$ cat src/rtl/umem_pkg.sv
package umem_pkg;
  typedef enum logic {
    PH_FETCH = 1'b0,
    PH_DATA  = 1'b1
  } phase_e;
endpackage

$ cat src/rtl/umem_phase.sv
module umem_phase
  import umem_pkg::*;
(
  input  logic   clk,
  input  logic   rst,
  output phase_e ph
);
  phase_e ph_q;

  always_ff @(posedge clk) begin
    if (rst) ph_q <= PH_FETCH;
    else     ph_q <= (ph_q == PH_FETCH) ? PH_DATA : PH_FETCH;
  end

  assign ph = ph_q;

  // the phase alternates on every fast edge
  assert_phase_toggle_R2: assert property (@(posedge clk) disable iff (rst)
    1'b1 |=> ph_q != $past(ph_q));
endmodule

$ cat src/rtl/umem_mux.sv
module umem_mux
  import umem_pkg::*;
#(
  parameter int ADDR_W = 6,
  parameter int WORD_W = 32
) (
  input  phase_e              ph,
  input  logic [ADDR_W-1:0]   fetch_addr,
  input  logic [ADDR_W-1:0]   data_addr,
  input  logic                data_we,
  input  logic [WORD_W-1:0]   data_wdata,
  output logic [ADDR_W-1:0]   mem_addr,
  output logic                mem_we,
  output logic [WORD_W-1:0]   mem_wdata,
  output logic                cap_ins,
  output logic                cap_dat
);
  always_comb begin
    cap_ins   = (ph == PH_FETCH);
    cap_dat   = (ph == PH_DATA);
    mem_addr  = cap_dat ? data_addr : fetch_addr;
    mem_we    = cap_dat & data_we;
    mem_wdata = data_wdata;
  end
endmodule

$ cat src/rtl/umem_bank.sv
module umem_bank #(
  parameter int ADDR_W = 6,
  parameter int WIDTH  = 16
) (
  input  logic              clk,
  input  logic              rst,
  input  logic [ADDR_W-1:0] addr,
  input  logic              we,
  input  logic [WIDTH-1:0]  wdata,
  input  logic              cap_ins,
  input  logic              cap_dat,
  output logic [WIDTH-1:0]  ins_q,
  output logic [WIDTH-1:0]  dat_q
);
  localparam int DEPTH = 1 << ADDR_W;

  logic [WIDTH-1:0] mem [DEPTH];

  always_ff @(posedge clk) begin
    if (we) mem[addr] <= wdata;
  end

  // read-first capture: the old contents leave on a write edge
  always_ff @(posedge clk) begin
    if (rst) begin
      ins_q <= '0;
      dat_q <= '0;
    end else begin
      if (cap_ins) ins_q <= mem[addr];
      if (cap_dat) dat_q <= mem[addr];
    end
  end

  // only one capture register is enabled per fast cycle
  assert_one_capture_R8: assert property (@(posedge clk) disable iff (rst)
    !(cap_ins && cap_dat));
endmodule

$ cat src/rtl/umem_port.sv
module umem_port
  import umem_pkg::*;
#(
  parameter int ADDR_W = 6,
  parameter int HALF_W = 16
) (
  input  logic                clk2x,
  input  logic                rst,
  input  logic [ADDR_W-1:0]   fetch_addr,
  input  logic [ADDR_W-1:0]   data_addr,
  input  logic                data_we,
  input  logic [2*HALF_W-1:0] data_wdata,
  output logic                phase_o,
  output logic [2*HALF_W-1:0] instr_o,
  output logic [2*HALF_W-1:0] data_o
);
  localparam int WORD_W = 2 * HALF_W;
  localparam int NBANK  = 2;

  phase_e            ph;
  logic [ADDR_W-1:0] mem_addr;
  logic              mem_we;
  logic [WORD_W-1:0] mem_wdata;
  logic              cap_ins;
  logic              cap_dat;

  umem_phase u_phase (
    .clk (clk2x),
    .rst (rst),
    .ph  (ph)
  );

  umem_mux #(.ADDR_W(ADDR_W), .WORD_W(WORD_W)) u_mux (
    .ph         (ph),
    .fetch_addr (fetch_addr),
    .data_addr  (data_addr),
    .data_we    (data_we),
    .data_wdata (data_wdata),
    .mem_addr   (mem_addr),
    .mem_we     (mem_we),
    .mem_wdata  (mem_wdata),
    .cap_ins    (cap_ins),
    .cap_dat    (cap_dat)
  );

  // bank 1 holds bits 31:16, bank 0 holds bits 15:0
  for (genvar b = 0; b < NBANK; b++) begin : g_bank
    umem_bank #(.ADDR_W(ADDR_W), .WIDTH(HALF_W)) u_bank (
      .clk     (clk2x),
      .rst     (rst),
      .addr    (mem_addr),
      .we      (mem_we),
      .wdata   (mem_wdata[b*HALF_W +: HALF_W]),
      .cap_ins (cap_ins),
      .cap_dat (cap_dat),
      .ins_q   (instr_o[b*HALF_W +: HALF_W]),
      .dat_q   (data_o[b*HALF_W +: HALF_W])
    );
  end

  assign phase_o = (ph == PH_DATA);

  // the array is written only in the data phase
  assert_we_phase_R9: assert property (@(posedge clk2x) disable iff (rst)
    mem_we |-> phase_o);
  // the fetch phase addresses the array with the fetch address
  assert_fetch_addr_R3: assert property (@(posedge clk2x) disable iff (rst)
    !phase_o |-> mem_addr == fetch_addr);
  // the data phase addresses the array with the data address
  assert_data_addr_R4: assert property (@(posedge clk2x) disable iff (rst)
    phase_o |-> mem_addr == data_addr);
  // the instruction output holds across data-phase edges
  assert_instr_hold_R8: assert property (@(posedge clk2x) disable iff (rst)
    phase_o |=> $stable(instr_o));
  // the data output holds across fetch-phase edges
  assert_data_hold_R8: assert property (@(posedge clk2x) disable iff (rst)
    !phase_o |=> $stable(data_o));
endmodule

$ cat config.mk
export PLATFORM = sky130hd
export DESIGN_NAME = umem_port
export DESIGN_NICKNAME = d
export VERILOG_FILES = /design/src/rtl/umem_pkg.sv /design/src/rtl/umem_phase.sv /design/src/rtl/umem_mux.sv /design/src/rtl/umem_bank.sv /design/src/rtl/umem_port.sv
export SDC_FILE = /design/constraint.sdc
export NUM_CORES = 2
export LEC_CHECK = 0
export ABC_CLOCK_PERIOD_IN_PS = 3100
export BUFFER_PORTS_ARGS = -buffer_cell sky130_fd_sc_hd__buf_2
export CORE_ASPECT_RATIO = 0.9
export CORE_MARGIN = 5
export CORE_UTILIZATION = 35
export DETAILED_ROUTE_END_ITERATION = 8
export GPL_ROUTABILITY_DRIVEN = 1
export PLACE_DENSITY_LB_ADDON = 0.3
export RECOVER_POWER = 100
export SLEW_MARGIN = 20
export SYNTH_ARGS = -nofsm -noshare
export SYNTH_HDL_FRONTEND = slang
export SYNTH_HIERARCHICAL = 1
export SYNTH_SLANG_ARGS = --single-unit
$ cat constraint.sdc
create_clock -name clk2x -period 3.1 [get_ports clk2x]
set_input_delay 0.31 -clock clk2x [delete_from_list [all_inputs] [get_ports clk2x]]
set_output_delay 0.31 -clock clk2x [all_outputs]
set_load 0.01 [all_outputs]
==> run summary <==
RUN STATUS
--------------------------------------------------------------------------------------
Result of the run ....................................................... finished, violations left
Failing checks .......................................................... capacitance limit, slew limit, setup timing

ROUTE
--------------------------------------------------------------------------------------
Vias post-DR ............................................................        54100
Post-route DRC ..........................................................            0
1st-pass router iterations ..............................................            6
Vias per cell ...........................................................         5.94
Total routed wirelength ................................................. 309000 microns
Wire per inst ........................................................... 34.0 microns
Violation count after the first detailed-route iteration ................         8401
Final antenna-violating net count .......................................            0

DIE
--------------------------------------------------------------------------------------
Top-level port count ....................................................          112
DIE WIDTH ...............................................................  516 microns
Number of placement rows ................................................          167
Core region area ........................................................ 230000 sq um
Initial Util ............................................................        35.1%
Vertical extent of the die ..............................................  465 microns
Die area ................................................................ 240000 sq um

STA
--------------------------------------------------------------------------------------
Highest clock frequency the design can meet .............................      283 MHz
Minimum clock period ....................................................      3.54 ns
Number of slew-limit violations in the final report .....................         1488
Unrepaired setup endpoints after global routing .........................         true
Maximum clock skew at final layout ......................................    0.0520 ns
Endpoints failing hold ..................................................            0
Period utilisation layout ...............................................         114%
Count of final setup violators ..........................................          317
Post-layout worst setup margin ..........................................    -0.436 ns
Transition time at the pin with the least slew margin ...................      2.98 ns
Relative slew margins ...................................................       -98.8%

WORST SETUP PATH
--------------------------------------------------------------------------------------
Category of the worst setup path capture point ..........................    flip-flop
Critical Path Source Type ...............................................    flip-flop
Data required time at the worst endpoint ................................      3.82 ns
Critical Path Fanout Max ................................................            7
Worst Path Arrival ......................................................      4.26 ns
Path type of the worst setup path .......................................      reg2reg

SYNTHESIS
--------------------------------------------------------------------------------------
Area share of the largest cell type after synthesis .....................        76.2%
Syn_area_per_cell .......................................................   17.1 sq um
Net count after synthesis ...............................................         4753
Netlist cell types ......................................................           70
Biggest area contributors in the synthesized netlist .................... edfxtp_1 (76%), a22oi_1 (4.5%), a221oi_1 (1.9%)
Total of flip-flops plus latches after synthesis ........................         2113
Warnings from Yosys .....................................................            6
Synth Flop Type .........................................................     edfxtp_1
Sequential share of the synthesized area ................................        77.8%
Synthesized instance count ..............................................         4706
FFs w/ async S/R, synth .................................................           0%
Largest area contributor in the synthesized netlist .....................     edfxtp_1
Count of flip-flops with a built-in enable after synthesis ..............         2048
Post-Syn Area ...........................................................  80700 sq um

CLOCK NETWORK
--------------------------------------------------------------------------------------
Clock tree root driver cell .............................................    clkbuf_16
CTS tree ................................................................         done
Max Buffers Root-to-Sink ................................................            3
Total clock buffers created by CTS ......................................          209
Count of H-tree levels built during CTS .................................            4
Clock-pin slew of the registers on the worst-case setup and hold paths ..      0.06 ns
Worst-skew pair later-pin latency .......................................      0.90 ns
Clock tree sinks ........................................................         2113

GLOBAL ROUTING
--------------------------------------------------------------------------------------
Pin count of the biggest net entering global routing ....................           65
First-pass GRT wire length .............................................. 417000 microns
Remaining global-route overflow .........................................            0
Vias in the first global route ..........................................        50300
Overall track demand over capacity in global routing ....................        24.8%
Antenna violations before repair ........................................           18

PLACE
--------------------------------------------------------------------------------------
Pre-CTS worst setup slack ...............................................    -0.984 ns
Number of placed instances with taps included ...........................         8587
Placed wire-length estimate after detailed placement .................... 207000 microns
Weighted congestion reported at the end of routability-driven placement .        0.970
IO Port Bufs ............................................................          111

POWER
--------------------------------------------------------------------------------------
Power density of the placed cells .......................................  618 nW/um^2
Largest vdd supply drop .................................................     0.644 mV
Lkg Pwr .................................................................      34.6 nW

FLOW RUN
--------------------------------------------------------------------------------------
Max-cap violations ......................................................           41

FINAL LAYOUT
--------------------------------------------------------------------------------------
Growth of design area from synthesis to finish ..........................        30.0%
Utilization after layout ................................................        45.6%
Final Net Count .........................................................         5938
Share of final-layout standard cells stronger than drive strength 1 .....        34.0%
Final non-filler cell total .............................................         9111

MIN PATH
--------------------------------------------------------------------------------------
Class of the most critical hold timing path .............................       in2reg

[cell families (layout without fill, tap and decap cells)]
group | Yosys count | in the layout | share of synthesized area [%]
AOI/OAI and AO/OA | 1330 | 1330 | 12.2
and+or+nand+nor | 626 | 630 | 3.90
DFF | 2113 | 2113 | 77.8
muxes | 242 | 247 | 3.55
buffers and inverters | 395 | 1743 | 2.50
other | 0 | 6 | 0
[through the flow]
| stage | TNS (ns) | power (mW) | instance area, sq um | hold WS (ns) |
|---|---|---|---|---|
| after floorplan | -371.20 | 34.9 | 80700 | 0.377 |
| after global placement | -223.46 | 39.0 | 94100 | 0.466 |
| after detailed placement | -240.15 | 39.0 | 94200 | 0.469 |
| after CTS | -29.86 | 64.4 | 103000 | 0.00413 |
| after global routing | -46.65 | 66.5 | 105000 | 0.0535 |
| final | -26.17 | 64.8 | 105000 | 0.0563 |
[state kept, by name, summed over array words and instances, names as in the netlist]
name	cells
g_bank.u_bank/mem	2048
g_bank.u_bank/dat_q	32
g_bank.u_bank/ins_q	32
u_phase/ph	1
[synthesized netlist by cell type, types with 8 or more instances]
| cell | count |
|---|---|
| dfxtp_1 | 65 |
| and3_1 | 12 |
| a22oi_1 | 486 |
| edfxtp_1 | 2048 |
| o22a_1 | 8 |
| o211ai_1 | 16 |
| nand3_1 | 30 |
| buf_2 | 148 |
| nand2_1 | 80 |
| inv_1 | 9 |
| a221o_1 | 18 |
| buf_1 | 22 |
| a221oi_1 | 178 |
| or3b_2 | 16 |
| buf_4 | 63 |
| o21ai_0 | 78 |
| nor3b_1 | 8 |
| a22o_1 | 68 |
| and3b_1 | 14 |
| nor4_1 | 22 |
| nor3_1 | 60 |
| and4_1 | 8 |
| o22ai_1 | 154 |
| a21oi_1 | 114 |
| nand3b_1 | 14 |
| o221ai_1 | 20 |
| o2111ai_1 | 8 |
| a222oi_1 | 12 |
| nand4b_1 | 8 |
| a211oi_1 | 60 |
| or4_1 | 8 |
| buf_6 | 15 |
| a31oi_1 | 16 |
| clkbuf_1 | 136 |
| a2111oi_0 | 10 |
| nor2b_1 | 14 |
| mux2_2 | 70 |
| mux4_2 | 26 |
| a311oi_1 | 12 |
| or3_1 | 8 |
| o32ai_1 | 34 |
| mux2i_1 | 140 |
| nor2_1 | 283 |
[cell usage in the layout, fill, tap and decap left out, drive strengths merged, types with 81 or more instances in the layout]
| cell type | count |
|---|---|
| a21oi | 114 |
| a22oi | 486 |
| buf | 1192 |
| clkinv | 85 |
| edfxtp | 2048 |
| mux2 | 81 |
| nand2 | 84 |
| mux2i | 140 |
| o22ai | 154 |
| nor2 | 283 |
| clkbuf | 408 |
| a221oi | 180 |
[metal layers]
| layer | vias up | global-route usage, % | part of all wire [%] |
|---|---|---|---|
| li1 | 21900 | - | - |
| met1 | 28100 | 37.8 | 42 |
| met2 | 3611 | 35.0 | 42 |
| met3 | 476 | 5.85 | 13 |
| met4 | 8 | 6.98 | 2.9 |
| met5 | - | 0.715 | 0.091 |
[area by class of cell]
cell class,instances,area (sq um)
fillers,19900,125000
flip-flops and latches,2113,62800
multi-input cells,2207,18600
repair buffers,1349,12900
clock buffers,266,5520
well taps,3042,3810
clock inverters,117,1220
inverters,11,46.3
diodes,6,15.0
[path summary, 6_finish.rpt]
| kind | start | to | slack [ns] | cells past startpoint |
|---|---|---|---|---|
| setup / recovery | u_phase/ph | g_bank[1].u_bank/dat_q[13] | -0.44 | 14 |
| hold / removal | rst | g_bank[1].u_bank/ins_q[4] | 0.06 | 2 |
| setup reg to reg | u_phase/ph | g_bank[1].u_bank/dat_q[13] | -0.44 | 14 |
| hold reg to reg | g_bank[1].u_bank/ins_q[9] | g_bank[1].u_bank/ins_q[9] | 0.48 | 2 |
[critical path, cell delays in order (launching register included)]
cell       delay, ns
dfxtp_4         0.39
buf_12          0.15
mux2_8          0.46
buf_16          0.20
nor2b_4         0.14
buf_12          0.12
buf_12          0.13
a22oi_1         0.26
o32ai_1         0.14
or4_4           0.43
buf_6           0.15
a2111oi_4       0.27
buf_4           0.19
o211a_4         0.20
a211oi_1        0.08
[power by group]
| part | total, mW | switching, mW | internal, mW |
|---|---|---|---|
| registers | 31.6 | 0.0836 | 31.5 |
| logic | 8.07 | 4.93 | 3.14 |
| clock network | 25.2 | 10.9 | 14.2 |
[timing repair]
action                                  4_1_cts  5_1_grt
hold buffers                                 10        2
hold endpoints to repair                    217       14
gates cloned                                  9       10
pin swaps                                    45       96
gates resized for setup                     299      325
endpoints found under the setup margin     1149      978
setup buffers                                48       67
Power figures use the tool's default switching activity.
